`src/rtl/rfc_pkg.sv`:
```
package rfc_pkg;

    // Period multiplier selected by the 2-bit period field
    typedef enum logic [1:0] {
        PER_X1 = 2'd0,
        PER_X2 = 2'd1,
        PER_X4 = 2'd2,
        PER_X8 = 2'd3
    } period_e;

    localparam int unsigned RFC_BASE_PERIOD = 640;
    localparam int unsigned RFC_CLK_W       = 16;
    localparam int unsigned RFC_ADDR_W      = 16;
    localparam int unsigned RFC_BUSY_CYC    = 10;
    localparam int unsigned RFC_INC_RESET   = 4;
    localparam int unsigned RFC_GRP_LSB     = 4;
    localparam int unsigned RFC_GRP_BITS    = 5;

    // Events seen by the refresh sequencer in one cycle
    typedef struct packed {
        logic wake;
        logic grant;
    } ref_evt_t;

    function automatic int unsigned period_cycles(int unsigned base, period_e sel);
        return base << sel;
    endfunction

endpackage

```
`src/rtl/rfc_period_timer.sv`:
```
module rfc_period_timer
    import rfc_pkg::*;
#(
    parameter int unsigned BASE_PERIOD = RFC_BASE_PERIOD,
    parameter period_e     DEFAULT_SEL = PER_X4
) (
    input  logic       clk,
    input  logic       rst,
    input  logic       per_wr,
    input  logic [1:0] per_data,
    output logic       wake
);
    localparam int unsigned MAX_P = BASE_PERIOD << 3;
    localparam int unsigned CNT_W = $clog2(MAX_P);

    period_e          sel_q;
    logic [CNT_W-1:0] cnt_q;

    function automatic logic [CNT_W-1:0] reload_of(period_e s);
        return CNT_W'(period_cycles(BASE_PERIOD, s) - 1);
    endfunction

    assign wake = (cnt_q == '0);

    always_ff @(posedge clk) begin
        if (rst) begin
            sel_q <= DEFAULT_SEL;
            cnt_q <= reload_of(DEFAULT_SEL);
        end else begin
            if (per_wr) begin
                sel_q <= period_e'(per_data);
            end
            // the select is consulted only at reload, so a write never
            // disturbs the interval in progress
            if (wake) begin
                cnt_q <= reload_of(sel_q);
            end else begin
                cnt_q <= cnt_q - CNT_W'(1);
            end
        end
    end

    AST_WAKE_ISOLATED: assert property (@(posedge clk) disable iff (rst)
        wake |=> !wake);

    AST_COUNT_DOWN: assert property (@(posedge clk) disable iff (rst)
        !wake |=> (cnt_q == $past(cnt_q) - CNT_W'(1)));

endmodule

```
`src/rtl/rfc_refresh_seq.sv`:
```
module rfc_refresh_seq
    import rfc_pkg::*;
#(
    parameter int unsigned ADDR_W   = RFC_ADDR_W,
    parameter int unsigned GRP_LSB  = RFC_GRP_LSB,
    parameter int unsigned GRP_BITS = RFC_GRP_BITS,
    parameter int unsigned BUSY_CYC = RFC_BUSY_CYC
) (
    input  logic              clk,
    input  logic              rst,
    input  logic              wake,
    input  logic              ref_ack,
    output logic              ref_req,
    output logic [ADDR_W-1:0] ref_addr,
    output logic              mem_busy
);
    localparam logic [ADDR_W-1:0] STEP    = ADDR_W'(1) << GRP_LSB;
    localparam logic [ADDR_W-1:0] CLR_BIT = ADDR_W'(1) << (GRP_LSB + GRP_BITS);

    ref_evt_t          evt;
    logic              req_q;
    logic [ADDR_W-1:0] addr_q;
    logic [ADDR_W-1:0] addr_next;

    assign evt.wake  = wake;
    assign evt.grant = req_q & ref_ack;

    // clear the guard bit first, then step one row group
    assign addr_next = (addr_q & ~CLR_BIT) + STEP;

    always_ff @(posedge clk) begin
        if (rst) begin
            req_q  <= 1'b0;
            addr_q <= '0;
        end else begin
            // a wake while a request waits merges into it
            req_q <= evt.wake | (req_q & ~evt.grant);
            if (evt.grant) begin
                addr_q <= addr_next;
            end
        end
    end

    assign ref_req  = req_q;
    assign ref_addr = addr_q;

    generate
        if (BUSY_CYC == 0) begin : g_no_busy
            assign mem_busy = 1'b0;
        end else begin : g_busy
            localparam int unsigned BUSY_W = $clog2(BUSY_CYC + 1);
            logic [BUSY_W-1:0] busy_cnt;

            always_ff @(posedge clk) begin
                if (rst) begin
                    busy_cnt <= '0;
                end else if (evt.grant) begin
                    busy_cnt <= BUSY_W'(BUSY_CYC);
                end else if (busy_cnt != '0) begin
                    busy_cnt <= busy_cnt - BUSY_W'(1);
                end
            end

            assign mem_busy = (busy_cnt != '0);

            AST_BUSY_AFTER_GRANT: assert property (@(posedge clk) disable iff (rst)
                (ref_req && ref_ack) |=> mem_busy);
        end
    endgenerate

    AST_REQ_HELD: assert property (@(posedge clk) disable iff (rst)
        (ref_req && !ref_ack) |=> ref_req);

    AST_ADDR_STABLE: assert property (@(posedge clk) disable iff (rst)
        !(ref_req && ref_ack) |=> $stable(ref_addr));

    AST_WAKE_RAISES_REQ: assert property (@(posedge clk) disable iff (rst)
        wake |=> ref_req);

endmodule

```
`src/rtl/rfc_rtc.sv`:
```
module rfc_rtc
    import rfc_pkg::*;
#(
    parameter int unsigned CLK_W     = RFC_CLK_W,
    parameter int unsigned INC_RESET = RFC_INC_RESET
) (
    input  logic             clk,
    input  logic             rst,
    input  logic             wake,
    input  logic             inc_wr,
    input  logic [CLK_W-1:0] inc_data,
    input  logic             rd_lo,
    output logic [CLK_W-1:0] clk_lo,
    output logic [CLK_W-1:0] clk_hi_snap
);
    logic [CLK_W-1:0] lo_q;
    logic [CLK_W-1:0] hi_q;
    logic [CLK_W-1:0] inc_q;
    logic [CLK_W-1:0] snap_q;
    logic [CLK_W:0]   sum;

    assign sum = {1'b0, lo_q} + {1'b0, inc_q};

    always_ff @(posedge clk) begin
        if (rst) begin
            lo_q   <= '0;
            hi_q   <= '0;
            inc_q  <= CLK_W'(INC_RESET);
            snap_q <= '0;
        end else begin
            if (inc_wr) begin
                inc_q <= inc_data;
            end
            if (wake) begin
                lo_q <= sum[CLK_W-1:0];
                hi_q <= hi_q + CLK_W'(sum[CLK_W]);
            end
            // freeze the pre-edge high word that pairs with the low word
            // presented in this cycle
            if (rd_lo) begin
                snap_q <= hi_q;
            end
        end
    end

    assign clk_lo      = lo_q;
    assign clk_hi_snap = snap_q;

    AST_LO_HOLD: assert property (@(posedge clk) disable iff (rst)
        !wake |=> $stable(clk_lo));

    AST_SNAP_CAPTURE: assert property (@(posedge clk) disable iff (rst)
        rd_lo |=> (clk_hi_snap == $past(hi_q)));

    AST_SNAP_HOLD: assert property (@(posedge clk) disable iff (rst)
        !rd_lo |=> $stable(clk_hi_snap));

    AST_HI_MONOTONE: assert property (@(posedge clk) disable iff (rst)
        !wake |=> $stable(hi_q));

endmodule

```
`src/rtl/rfc_refresh_clock.sv`:
```
module rfc_refresh_clock
    import rfc_pkg::*;
#(
    parameter int unsigned BASE_PERIOD = RFC_BASE_PERIOD,
    parameter int unsigned CLK_W       = RFC_CLK_W,
    parameter int unsigned ADDR_W      = RFC_ADDR_W,
    parameter int unsigned BUSY_CYC    = RFC_BUSY_CYC,
    parameter int unsigned INC_RESET   = RFC_INC_RESET,
    parameter int unsigned GRP_LSB     = RFC_GRP_LSB,
    parameter int unsigned GRP_BITS    = RFC_GRP_BITS
) (
    input  logic              clk,
    input  logic              rst,
    input  logic              per_wr,
    input  logic [1:0]        per_data,
    input  logic              inc_wr,
    input  logic [CLK_W-1:0]  inc_data,
    output logic              ref_req,
    input  logic              ref_ack,
    output logic [ADDR_W-1:0] ref_addr,
    output logic              mem_busy,
    input  logic              rd_lo,
    output logic [CLK_W-1:0]  clk_lo,
    output logic [CLK_W-1:0]  clk_hi_snap
);
    logic wake;

    rfc_period_timer #(
        .BASE_PERIOD (BASE_PERIOD),
        .DEFAULT_SEL (PER_X4)
    ) u_timer (
        .clk      (clk),
        .rst      (rst),
        .per_wr   (per_wr),
        .per_data (per_data),
        .wake     (wake)
    );

    rfc_refresh_seq #(
        .ADDR_W   (ADDR_W),
        .GRP_LSB  (GRP_LSB),
        .GRP_BITS (GRP_BITS),
        .BUSY_CYC (BUSY_CYC)
    ) u_refresh (
        .clk      (clk),
        .rst      (rst),
        .wake     (wake),
        .ref_ack  (ref_ack),
        .ref_req  (ref_req),
        .ref_addr (ref_addr),
        .mem_busy (mem_busy)
    );

    rfc_rtc #(
        .CLK_W     (CLK_W),
        .INC_RESET (INC_RESET)
    ) u_rtc (
        .clk         (clk),
        .rst         (rst),
        .wake        (wake),
        .inc_wr      (inc_wr),
        .inc_data    (inc_data),
        .rd_lo       (rd_lo),
        .clk_lo      (clk_lo),
        .clk_hi_snap (clk_hi_snap)
    );

endmodule

```
`config.mk`:
```
export PLATFORM = sky130hd
export DESIGN_NAME = rfc_refresh_clock
export DESIGN_NICKNAME = d
export VERILOG_FILES = /design/src/rtl/rfc_pkg.sv /design/src/rtl/rfc_period_timer.sv /design/src/rtl/rfc_refresh_seq.sv /design/src/rtl/rfc_rtc.sv /design/src/rtl/rfc_refresh_clock.sv
export SDC_FILE = /design/constraint.sdc
export NUM_CORES = 1
export LEC_CHECK = 0
export BUFFER_PORTS_ARGS = -buffer_cell sky130_fd_sc_hd__buf_2
export CAP_MARGIN = 20
export CORE_MARGIN = 10
export CORE_UTILIZATION = 48
export CTS_CLUSTER_DIAMETER = 30
export DETAILED_ROUTE_END_ITERATION = 8
export PLACE_DENSITY = 0.69
export REMOVE_ABC_BUFFERS = 1
export SYNTH_ARGS = -nofsm -noshare
export SYNTH_HDL_FRONTEND = slang
export SYNTH_SLANG_ARGS = --single-unit
export TNS_END_PERCENT = 1
```
`constraint.sdc`:
```
create_clock -name clk -period 7.8 [get_ports clk]
set_clock_uncertainty 0.2 [all_clocks]
set_input_delay 1.56 -clock clk [delete_from_list [all_inputs] [get_ports clk]]
set_output_delay 1.56 -clock clk [all_outputs]
set_load 0.1 [all_outputs]
```
* Yosys cells after proc, flatten, opt, wreduce, memory -nomap -nowiden
Cells that the tools add are included.
** Word-level totals
- Flip-flop bits (word level) :: 100
- Input port bits :: 24
** Operators by class
- Add/subtract/negate cells :: 6
- Shifts and indexed selects :: 1
- Mux-type cells :: 3
- Bitwise gates (word level) :: 4
- Reductions and logical operators :: 4
** Operators with widths (number)
- subtractor 13 x 1 -> 13 bit, second input constant :: 2
- adder 16 x 16 -> 17 bit :: 1
- adder 16 x 1 -> 16 bit :: 1
- adder 16 x 5 -> 16 bit, second input constant :: 1
- logical NOT 13 bit :: 1
- two-way mux 13 bit :: 1
- << shifter 10 x 2 -> 13 bit, first input constant :: 1
- two-way mux 4 bit :: 2
- nonzero test 4 bit :: 1
- subtractor 4 x 1 -> 4 bit, second input constant :: 1
- bitwise AND 1 bit :: 2
- nonzero test 2 bit :: 1
- OR reduction 2 bit :: 1
- NOT 1 bit :: 1
- bitwise OR 1 bit :: 1

* Depth between registers and ports, before layout
Gate-level depths: netlist of run 1.
- Depth after elaboration :: 4
- Depth in mapped cells :: 13
- Gate-level depth less buffers :: 13

* Hierarchy
A second synthesis of run 1 with hierarchy kept.
** Second synthesis, totals
- Cells, all modules :: 496
- Area total of the unflattened synthesis :: 4474.3 µm²
** Modules (own cells, without submodules)
- rfc_rtc :: instances 1, cells each 350, area each 3204.3 µm², seq. area each 1281.2 µm²
- rfc_period_timer :: instances 1, cells each 85, area each 754.5 µm², seq. area each 300.3 µm²
- rfc_refresh_seq :: instances 1, cells each 61, area each 515.5 µm², seq. area each 220.2 µm²

* Worst setup path after synthesis of run 1
No wires, ideal clock.
- Path type :: reg-to-reg
- Start :: reg u_rtc.lo_q[0], in the netlist u_rtc.clk_lo[0]
- End :: reg u_rtc.hi_q[12]
- Setup time :: 0.059 ns
- Arrival time :: 3.785 ns
- Data required time :: 7.541 ns
- Setup slack :: 3.756 ns
- Stages on the path, launching flop included :: 14
- Clock period less this slack :: 4.044 ns
- Cells stage by stage :: dfxtp_1 -> ha_1 -> fa_1 -> a211oi_1 -> o21ai_0 -> a21oi_1 -> o21ai_0 -> a21o_1 -> ha_1 -> ha_1 -> inv_1 -> or4_4 -> or4_1 -> nand2_1
** Between the ends
- Word-level cells in the longest chain between the ends :: 2
** Ends and longest elaborated chain
- start: declaration :: line rfc_rtc.sv:16 : logic [CLK_W-1:0] lo_q;
- start signal: assignment :: line rfc_rtc.sv:35 : lo_q <= sum[CLK_W-1:0];
- adder 16 x 16 -> 17 bit :: line rfc_rtc.sv:22 : assign sum = {1'b0, lo_q} + {1'b0, inc_q};
- adder 16 x 1 -> 16 bit :: line rfc_rtc.sv:36 : hi_q <= hi_q + CLK_W'(sum[CLK_W]);
- end signal: assignment :: line rfc_rtc.sv:36
- end: declaration :: line rfc_rtc.sv:17 : logic [CLK_W-1:0] hi_q;
Every way passes these cells.
A chain may end at the register's enable or synchronous reset.

* Worst setup path after layout of run 1
- Start :: reg u_rtc.lo_q[0], in the netlist u_rtc.clk_lo[0]
- End :: reg u_rtc.hi_q[14]
The elaborated chain is that of the path after synthesis.

==> key figures, run 1 <==
Outcome
  • Status: finished clean

Clock network
  • TritonCTS Buffers: 9
  • Hold Buf Count CTS: 0
  • Root buf cell: clkbuf_8
  • CTS sink count: 90
  • CTS clock-pin slew for the worst setup and hold paths: 0.09 ns
  • CTS tree: built
  • PostCTS Resize Cnt: 0
  • H-tree Lvls: 3
  • Clock latency on the worst-skew pair: 0.36 ns
  • Clock buffer depth: 2
  • Number of buffers added for setup after CTS: 0

Routing
  • Drt initial violations: 165
  • Wire per inst: 14.5 µm
  • Detail Route Antenna Nets: 0
  • Via density: 5.44
  • Via count: 3646
  • First drt pass iteration count: 4
  • DRC errors left: 0
  • Final wirelength: 9720 µm

Worst setup path
  • WP data arrival: 3.78 ns
  • Worst r2r path cells: 13
  • Slowest cell on crit path: or4_4
  • Stages on the worst setup path: 13
  • Crit path cell chain: ha_1 > fa_1 > a211oi_1 > o21ai_0 > a21oi_1 > o21ai_0 > a21o_1 > ha_1 > ha_1 > inv_1 > or4_4 > or4_1 > nand2_1
  • Slowest stage delay, CP: 0.57 ns
  • Worst path bufs/invs: 1
  • WS Path Type: flop to flop
  • CP top delay family: simple AND/OR/NAND/NOR gates
  • Worst EP required: 7.90 ns
  • Flop2flop setup slack: 4.12 ns
  • Setup crit end kind: flop
  • Top cell by count, worst path: ha_1
  • FF-to-FF Start: u_rtc.clk_lo[0]
  • Worst Path Max Fanout: 5
  • RR Endpoint: u_rtc.hi_q[14]
  • CP startpoint kind: flop

Yosys
  • Area leader, netlist: dfxtp_1
  • Synth Warn #: 0
  • Ys flop type: dfxtp_1
  • Post-synth design cell area: 4390 µm²
  • Post-synthesis sequential area ratio: 0.410
  • #FFs+latches synth: 90
  • Post-synth top area share: 0.410
  • Mapped Avg Cell Area: 8.72 µm²
  • Ys async rst share: 0
  • Cell count after synthesis: 504
  • Post-synth EDFFs: 0
  • Leading post-synthesis cells by cell area: dfxtp_1 (41%), mux2i_1 (8.0%), ha_1 (5.7%)
  • Yosys cell types: 57

Place
  • Final Wtd Congestion: 0.880
  • DPL Wire Length: 7050 µm
  • I/O Buffers: 63
  • Post-Place Cells: 655
  • Cell Area, Placed: 4730 µm²

Floorplan
  • Initial Util: 0.499
  • IO Count: 74
  • Die ar.: 13400 µm²
  • Core ar.: 8810 µm²
  • Rows: 34
  • Die Y: 116 µm
  • Die X: 116 µm

Global route
  • Largest net degree at the start of global routing: 76
  • Initial antenna violation count: 0
  • Total grt overflow: 0
  • First-pass GRT wire length: 16800 µm
  • Gr usage total: 0.151
  • Vias in the first global route: 3670

Worst hold path
  • Worst Hold Endpoint: u_timer.cnt_q[0]
  • Hold Startpoint: u_timer.cnt_q[0]
  • Hold path depth: 1
  • Tightest Hold Check Type: flop to flop

Pwr
  • Pwr dens: 178 nW/µm²
  • Leakage power: 0.00220 µW
  • Max VDD drop: 0.110 mV

Finish
  • Antenna diode count: 0
  • Fillers: 825
  • Most common cell after layout, fill and taps aside: dfxtp_1
  • Net count, final: 603
  • Fin cells: 670
  • Synth-to-layout area growth: 12.7%
  • Commonest non-fill, non-tap cells in the layout: dfxtp_1 (90), buf_2 (63), nor2_1 (62)
  • Post-route cell area: 4950 µm²
  • Fraction of layout cells with a size suffix above 1: 0.160

Timing
  • Period minus WS final: 3.68 ns
  • Final Hold Fails: 0
  • Tightest Pin Transition: 0.761 ns
  • Period utilization: 0.472
  • Slew headroom: 0.492
  • Final Setup Violations: 0
  • Fmax: 272 MHz
  • Fin Setup TNS: 0 ns
  • Unrepaired setup endpoints after global routing: no
  • Slew Viols, Final: 0

Flow run
  • Max-cap violation count: 0
## area by class of cell
cell class              count  area (µm²)  area share
flip-flops and latches     90        1800       0.364
multi-input cells         380        2420       0.489
clock buffers               9         124      0.0250
well taps                 108         135      0.0273
repair buffers             65         330      0.0667
clock inverters             6        92.6      0.0187
inverters                  12        45.0     0.00910
## power breakdown
part | internal, µW | switching (µW) | total (µW) | leakage (µW)
combinational | 18.9 | 47.0 | 65.9 | 0.00137
clock | 180 | 163 | 343 | 0.000102
sequential | 466 | 5.21 | 471 | 0.000729
## layer usage
| metal | GRT usage | up-vias | wire, µm |
|---|---|---|---|
| li1 | - | 1868 | - |
| met1 | 0.181 | 1673 | 4410 |
| met2 | 0.248 | 89 | 4480 |
| met3 | 0.0496 | 16 | 648 |
| met4 | 0.0534 | 0 | 177 |
| met5 | 0 | - | 0 |
## registers in the layout, indices dropped and copies added (netlist names)
register	flops
u_timer.cnt_q	13
u_rtc.hi_q	16
u_rtc.clk_lo	16
u_refresh.g_busy.busy_cnt	4
u_rtc.inc_q	16
u_refresh.ref_req	1
u_rtc.clk_hi_snap	16
u_refresh.ref_addr	6
u_timer.sel_q	2
## worst register-to-register path, cell delays in order (launching register included)
cell and delay (ns):
dfxtp_1 0.36, ha_1 0.22, fa_1 0.26, a211oi_1 0.12, o21ai_0 0.36, a21oi_1 0.22, o21ai_0 0.21, a21o_1 0.15
ha_1 0.18, ha_1 0.20, inv_1 0.08, or4_4 0.57, or4_1 0.43, nand2_1 0.08
## worst max path at each step
stage	start	to	slack [ns]
2_1_floorplan	u_rtc.clk_lo[0]	u_rtc.hi_q[12]	3.76
3_3_place_gp	rst	u_rtc.clk_lo[12]	4.27
3_5_place_dp	u_rtc.clk_lo[0]	u_rtc.hi_q[14]	4.11
4_1_cts	u_rtc.clk_lo[0]	u_rtc.hi_q[14]	4.09
5_1_grt	u_rtc.clk_lo[0]	u_rtc.hi_q[14]	3.81
6_report	u_rtc.clk_lo[0]	u_rtc.hi_q[14]	4.12
## cells in the mapped netlist, drive strengths merged, types with 2 or more instances
cell type	n
inv	12
o21ai	20
nor4	6
buf	13
xor2	12
nor2	63
a41oi	3
o211ai	7
o31ai	4
or3	4
nand3	19
nor3	4
a21boi	2
a21o	4
dfxtp	90
a211o	2
a21oi	40
nor2b	2
and2	7
ha	20
nand2b	4
nand2	53
or4	5
clkbuf	18
mux2i	35
nand4	11
nor3b	2
a211oi	5
xnor2	13
a31oi	3
o21a	2
and3	3
## through the flow
| step | worst slack, ns | util | hold slack (ns) | power (µW) |
|---|---|---|---|---|
| after global placement | 4.27 | 0.538 | 0.200 | 547 |
| final | 4.12 | 0.562 | 0.234 | 879 |
| after detailed placement | 4.11 | 0.538 | 0.219 | 548 |
| after global routing | 3.81 | 0.562 | 0.267 | 915 |
| after floorplan | 3.76 | - | 0.167 | 526 |
| after CTS | 4.09 | 0.562 | 0.246 | 892 |
## cells by family (layout without fill, tap and decap cells)
kind of cell,count (synthesis),count (layout),share of synthesized area
AND/OR/NAND/NOR,188,188,0.210
AO/OA/AOI/OAI,100,100,0.140
flip-flops,90,90,0.410
buffers and inverters,43,92,0.0464
multiplexers,36,36,0.0823
XOR/XNOR,25,25,0.0498
adder cells (fa/ha/maj),21,21,0.0615
other,1,10,0.000853
(Power assumes the default switching activity.)
==> run 2: changes to the inputs <==
- ABC_AREA: not set -> 1
- PLACE_DENSITY: 0.69 -> 0.68
- clock period: 7.8 -> 3.5 ns (I/O delays scaled with it)
==> run 2 against run 1 <==
Die area grew 6.4%. Synthesized area is 7.8% higher. Combinational power increased to 4.9 times the previous value. Flip-flop and latch count unchanged. Sequential power is 130% higher. Critical path type unchanged.
==> key figures, run 2 <==
Routing
  • DRC errors left: 0 (unchanged)
  • Drt initial violations: 260 (+58%)
  • Detail Route Antenna Nets: 0 (unchanged)
  • Final wirelength: 11500 µm (+18%)
  • First drt pass iteration count: 4 (unchanged)
  • Via density: 4.97 (-8.7%)
  • Wire per inst: 13.1 µm (-10%)
  • Via count: 4356 (+19%)

Clock network
  • TritonCTS Buffers: 9 (unchanged)
  • Root buf cell: clkbuf_8
  • CTS sink count: 90 (unchanged)
  • Clock buffer depth: 2 (unchanged)
  • H-tree Lvls: 3 (unchanged)
  • Clock latency on the worst-skew pair: 0.37 ns (about the same)
  • Hold Buf Count CTS: 0 (unchanged)
  • CTS tree: built
  • Number of buffers added for setup after CTS: 0 (unchanged)
  • CTS clock-pin slew for the worst setup and hold paths: 0.09 ns (about the same)
  • PostCTS Resize Cnt: 0 (unchanged)

Yosys
  • Largest family of logic cells by synthesized area: simple AND/OR/NAND/NOR gates
  • Ys async rst share: 0 (unchanged)
  • Post-synth top cells: nand2_1 (137), nor2_1 (110), dfxtp_1 (90)
  • Cell count after synthesis: 684 (+36%)
  • Count leader, synth: nand2_1
  • Post-synthesis compound-gate area fraction: 0.131 (-0.00874)
  • Post-synth design cell area: 4740 µm² (+7.8%)
  • Mapped Avg Cell Area: 6.92 µm² (-21%)
  • Post-synth EDFFs: 0 (unchanged)
  • Leading post-synthesis cells by cell area: dfxtp_1 (38%), nand2_1 (11%), nor2_1 (8.7%)
  • Ys flop type: dfxtp_1
  • Post-synthesis sequential area ratio: 0.380 (-0.0296)
  • Post-synthesis mux area share: 0 (-0.0823)
  • Synth Warn #: 0 (unchanged)
  • Synth Area in Adders: 0.0571 (-0.00444)
  • #FFs+latches synth: 90 (unchanged)
  • Yosys cell types: 39 (-32%)
  • Post-synthesis simple-gate area fraction: 0.305 (+0.0956)
  • Post-synth top area share: 0.380 (-0.0296)
  • Area leader, netlist: dfxtp_1
  • XOR/XNOR Fraction of Synth Area: 0.0203 (-0.0295)

Floorplan
  • IO Count: 74 (unchanged)
  • Initial Util: 0.489 (-0.00999)
  • Die ar.: 14200 µm² (+6.4%)
  • Die Y: 119 µm (+3.2%)
  • Rows: 36 (+5.9%)
  • Core ar.: 9680 µm² (+10%)
  • Die X: 119 µm (+3.2%)

Worst setup path
  • Setup crit end kind: flop
  • WS Path Type: flop to flop
  • Slowest cell on crit path: dfxtp_1
  • Crit path cell chain: ha_1 > fa_1 > nand3_1 > nand2_1 > nand3_1 > nand3_1 > nand4_1 > nand2_1 > ha_1 > ha_1 > nand4_1 > nor3_4 > nand3b_1 > o21ai_0 > nor2_1
  • CP startpoint kind: flop
  • Slowest stage delay, CP: 0.37 ns (-0.20 ns)
  • Worst Path Max Fanout: 5 (unchanged)
  • WP data arrival: 3.02 ns (-0.76 ns)
  • Worst EP required: 3.56 ns (-4.34 ns)

Place
  • DPL Wire Length: 8310 µm (+18%)
  • DP Worst Slack: 0.549 ns (-3.56 ns)
  • Final Wtd Congestion: 0.892 (+1.4%)
  • I/O Buffers: 63 (unchanged)
  • Cell Area, Placed: 5100 µm² (+7.7%)

Outcome
  • Status: finished clean

Finish
  • Commonest non-fill, non-tap cells in the layout: nand2_1 (137), nor2_1 (110), dfxtp_1 (90)
  • Most common cell after layout, fill and taps aside: nand2_1
  • Net count, final: 784 (+30%)
  • Synth-to-layout area growth: 12.6% (about the same)
  • Fraction of layout cells with a size suffix above 1: 0.138 (-0.0217)
  • Post-route cell area: 5330 µm² (+7.7%)
  • Antenna diode count: 0 (unchanged)

Timing
  • Final Setup Violations: 0 (unchanged)
  • Unrepaired setup endpoints after global routing: no
  • Tightest Pin Transition: 0.757 ns (-0.00477 ns)
  • Final Hold Fails: 0 (unchanged)
  • Period minus WS final: 2.95 ns (-0.728 ns)
  • Final Worst Setup Slack: 0.548 ns (-3.57 ns)
  • Fmax: 339 MHz (+25%)
  • Period utilization: 0.844 (+0.372)
  • Slew headroom: 0.495 (+0.00263)
  • Slew Viols, Final: 0 (unchanged)
  • Fin Setup TNS: 0 ns (unchanged)

Global route
  • Total grt overflow: 0 (unchanged)
  • Initial antenna violation count: 0 (unchanged)
  • First-pass GRT wire length: 19700 µm (+17%)
  • Gr usage total: 0.164 (+0.0132)
  • Largest net degree at the start of global routing: 34 (-55%)
  • Vias in the first global route: 4320 (+18%)

Pwr
  • Leakage power: 0.00266 µW (+21%)
  • Pwr dens: 417 nW/µm² (+130%)
  • Max VDD drop: 0.295 mV (+170%)

Worst hold path
  • Tightest Hold Check Type: flop to flop

Flow run
  • Max-cap violation count: 0 (unchanged)
==> run 2: worst paths after layout <==
check / from / end / slack (ns) / cells after the start
setup / recovery: u_rtc.clk_lo[0] / u_rtc.hi_q[12] / 0.55 / 15
hold / removal: u_timer.cnt_q[0] / u_timer.cnt_q[0] / 0.22 / 1
setup reg to reg: u_rtc.clk_lo[0] / u_rtc.hi_q[12] / 0.55 / 15
hold reg to reg: u_timer.cnt_q[0] / u_timer.cnt_q[0] / 0.22 / 1
==> run 2: cell families (layout without fill, tap and decap cells) <==
| group | after synthesis | after routing |
|---|---|---|
| AND/OR/NAND/NOR | 331 | 331 |
| AO/OA/AOI/OAI | 115 | 115 |
| buffers and inverters | 115 | 166 |
| flip-flops | 90 | 90 |
| adder cells (fa/ha/maj) | 21 | 21 |
| XOR/XNOR | 11 | 11 |
| other | 1 | 10 |
==> run 2: metal layers <==
layer,global-route usage,part of all wire,vias up
li1,-,-,2276
met5,0,0,-
met2,0.272,0.46,99
met4,0.0573,0.014,0
met3,0.0420,0.066,19
met1,0.201,0.46,1962
==> run 2: layout make-up <==
| type | count | area (µm²) |
|---|---|---|
| Clock buffer | 10 | 138 |
| Clock inverter | 6 | 93.8 |
| Fill cell | 967 | 4350 |
| Inverter | 85 | 320 |
| Multi-Input combinational cell | 488 | 2470 |
| Sequential cell | 90 | 1800 |
| Tap cell | 133 | 166 |
| Timing Repair Buffer | 65 | 343 |
==> run 2: through the flow <==
stage           util  hold slack, ns  total power [µW]  cells
2_1_floorplan      -           0.183              1350    663
3_3_place_gp   0.527           0.193              1410    861
3_5_place_dp   0.527           0.207              1420    861
4_1_cts        0.551           0.227              2240    877
5_1_grt        0.551           0.242              2300    877
6_report       0.551           0.223              2220    877
==> run 2: worst max-delay path, delay by kind of cell (launching register included) <==
kind,cells,cell delay (ns)
AO/OA/AOI/OAI,1,0.20
adder cells (fa/ha/maj),4,0.85
flip-flops,1,0.37
AND/OR/NAND/NOR,10,1.24
==> run 2: power breakdown <==
group	leakage, µW	internal [µW]	switching (µW)	total (µW)
logic	0.00181	62.5	258	321
clock network	0.000114	429	398	828
registers	0.000734	1060	19.4	1080
total	0.00266	1550	675	2220
==> run 3: changes to the inputs <==
- clock period: 3.5 -> 3 ns (I/O delays scaled with it)
==> run 3 against run 2 <==
Non-clock buffer count unchanged. Critical path depth stayed put. Die area stayed put. Total power rose by 9.1%. Largest cell class unchanged. Flip-flop and latch count stayed put. Fmax is 6.0% higher. Wire length shrank 2.5%. Register-to-register slack lost 0.33 ns. First-iteration DRC count up 5.0%. Critical endpoint unchanged. Sequential share of layout area decreased by 0.056 points. Final area grew 0.23%.
==> key figures, run 3 (synthesized netlist as in run 2, its figures left out) <==
Global route
  • Vias in the first global route: 4085 (-5.4%)
  • Initial antenna violation count: 0 (unchanged)
  • Gr usage total: 0.158 (-0.00571)
  • Largest net degree at the start of global routing: 38 (+12%)
  • Total grt overflow: 0 (unchanged)
  • First-pass GRT wire length: 19100 µm (-3.0%)

Routing
  • Via density: 4.88 (-1.8%)
  • First drt pass iteration count: 4 (unchanged)
  • Wire per inst: 12.7 µm (-2.5%)
  • DRC errors left: 0 (unchanged)
  • Detail Route Antenna Nets: 0 (unchanged)
  • Via count: 4276 (-1.8%)
  • Drt initial violations: 273 (+5.0%)
  • Final wirelength: 11200 µm (-2.5%)

Floorplan
  • Die Y: 119 µm (unchanged)
  • Core ar.: 9680 µm² (unchanged)
  • Die ar.: 14200 µm² (unchanged)
  • Die X: 119 µm (unchanged)
  • IO Count: 74 (unchanged)
  • Rows: 36 (unchanged)
  • Initial Util: 0.489 (unchanged)

Finish
  • Post-route cell area: 5340 µm² (+0.23%)
  • Sequential cell area: 1800 µm² (about the same)
  • Most common cell after layout, fill and taps aside: nand2_1
  • Net count, final: 784 (unchanged)
  • Synth-to-layout area growth: 12.8%
  • Fin cells: 877 (unchanged)
  • Commonest non-fill, non-tap cells in the layout: nand2_1 (137), nor2_1 (109), dfxtp_1 (89)
  • Fillers: 941 (-2.7%)
  • Multi-input gate area: 2530 µm² (+2.3%)
  • Antenna diode count: 0 (unchanged)
  • Fraction of layout cells with a size suffix above 1: 0.152 (+0.0134)

Clock network
  • Number of buffers added for setup after CTS: 0 (unchanged)
  • CTS tree: built
  • CTS sink count: 90 (unchanged)
  • H-tree Lvls: 3 (unchanged)
  • Clock buffer depth: 2 (unchanged)
  • PostCTS Resize Cnt: 0 (unchanged)
  • Clock latency on the worst-skew pair: 0.38 ns (about the same)
  • CTS clock-pin slew for the worst setup and hold paths: 0.10 ns (about the same)
  • Hold Buf Count CTS: 0 (unchanged)
  • TritonCTS Buffers: 9 (unchanged)
  • Root buf cell: clkbuf_8

Flow run
  • Max-cap violation count: 0 (unchanged)

Timing
  • Period utilization: 0.929 (+0.0852)
  • Tightest Pin Transition: 0.764 ns (+0.00753 ns)
  • Fmax: 359 MHz (+6.0%)
  • Final Hold Fails: 0 (unchanged)
  • Slew headroom: 0.489 (-0.00612)
  • Period minus WS final: 2.79 ns (-0.166 ns)
  • Slew Viols, Final: 0 (unchanged)
  • Final Setup Violations: 0 (unchanged)

Worst hold path
  • Hold Startpoint: u_timer.cnt_q[0]
  • Tightest Hold Check Type: flop to flop

Worst setup path
  • Setup crit end kind: flop
  • FF-to-FF Start: u_rtc.clk_lo[0]
  • WS Path Type: flop to flop
  • WP data arrival: 2.87 ns (-0.15 ns)
  • CP startpoint kind: flop
  • Critical path startpoint: u_rtc.clk_lo[0]
  • Worst Path Max Fanout: 5 (unchanged)
  • Worst EP required: 3.08 ns (-0.48 ns)

Place
  • Post-Place Cells: 861 (unchanged)
  • DPL Wire Length: 8230 µm (-0.94%)
  • Cell Area, Placed: 5100 µm² (unchanged)
  • I/O Buffers: 63 (unchanged)
  • Final Wtd Congestion: 0.916 (+2.7%)

Pwr
  • Leakage power: 0.00263 µW (-1.4%)
  • Max VDD drop: 0.285 mV (-3.2%)
  • Pwr dens: 454 nW/µm² (+8.8%)

Outcome
  • Status: finished clean
run 3: layer usage:
layer  vias to the layer above  GRT usage  routed length (µm)
li1                       2277          -                   -
met1                      1916      0.204                5560
met2                        67      0.249                4920
met3                        16     0.0340                 474
met4                         0     0.0686                 223
met5                         -          0                   0
run 3: final timing paths:
path                            slack [ns]               end  cells after the start
worst min register to register        0.21  u_timer.cnt_q[0]                      1
worst max register to register        0.21    u_rtc.hi_q[12]                     15
worst max-delay path                  0.21    u_rtc.hi_q[12]                     15
worst min-delay path                  0.21  u_timer.cnt_q[0]                      1
run 3: area by class of cell:
cell class,count,area share
repair buffers,65,0.0642
well taps,133,0.0311
multi-input cells,488,0.473
clock inverters,6,0.00890
inverters,85,0.0599
flip-flops and latches,90,0.337
clock buffers,10,0.0258
run 3: worst max-delay path: stages, from the launching register on:
cell and delay, ns:
dfxtp_2 0.36, ha_2 0.19, fa_2 0.23, nand3_1 0.07
nand2_1 0.12, nand3_1 0.10, nand3_1 0.12, nand4_1 0.10
nand2_1 0.09, ha_2 0.20, ha_4 0.15, nand4_1 0.15
nor3_4 0.28, nand3b_1 0.13, o21ai_1 0.15, nor2_1 0.05
run 3: metrics by stage:
stage | hold slack (ns) | TNS, ns | util | setup slack [ns] | power (µW)
finish | 0.215 | 0 | 0.552 | 0.214 | 2430
global route | 0.232 | -0.00194 | 0.552 | -0.00194 | 2520
CTS | 0.216 | 0 | 0.546 | 0.0664 | 2440
detailed placement | 0.201 | 0 | 0.527 | 0.104 | 1660
global placement | 0.193 | 0 | 0.527 | 0.213 | 1650
floorplan | 0.183 | -1.58 | - | -0.309 | 1570
run 3: report_power, final:
group,internal [µW],switching (µW)
combinational,74.9,299
clock,331,465
sequential,1230,23.2
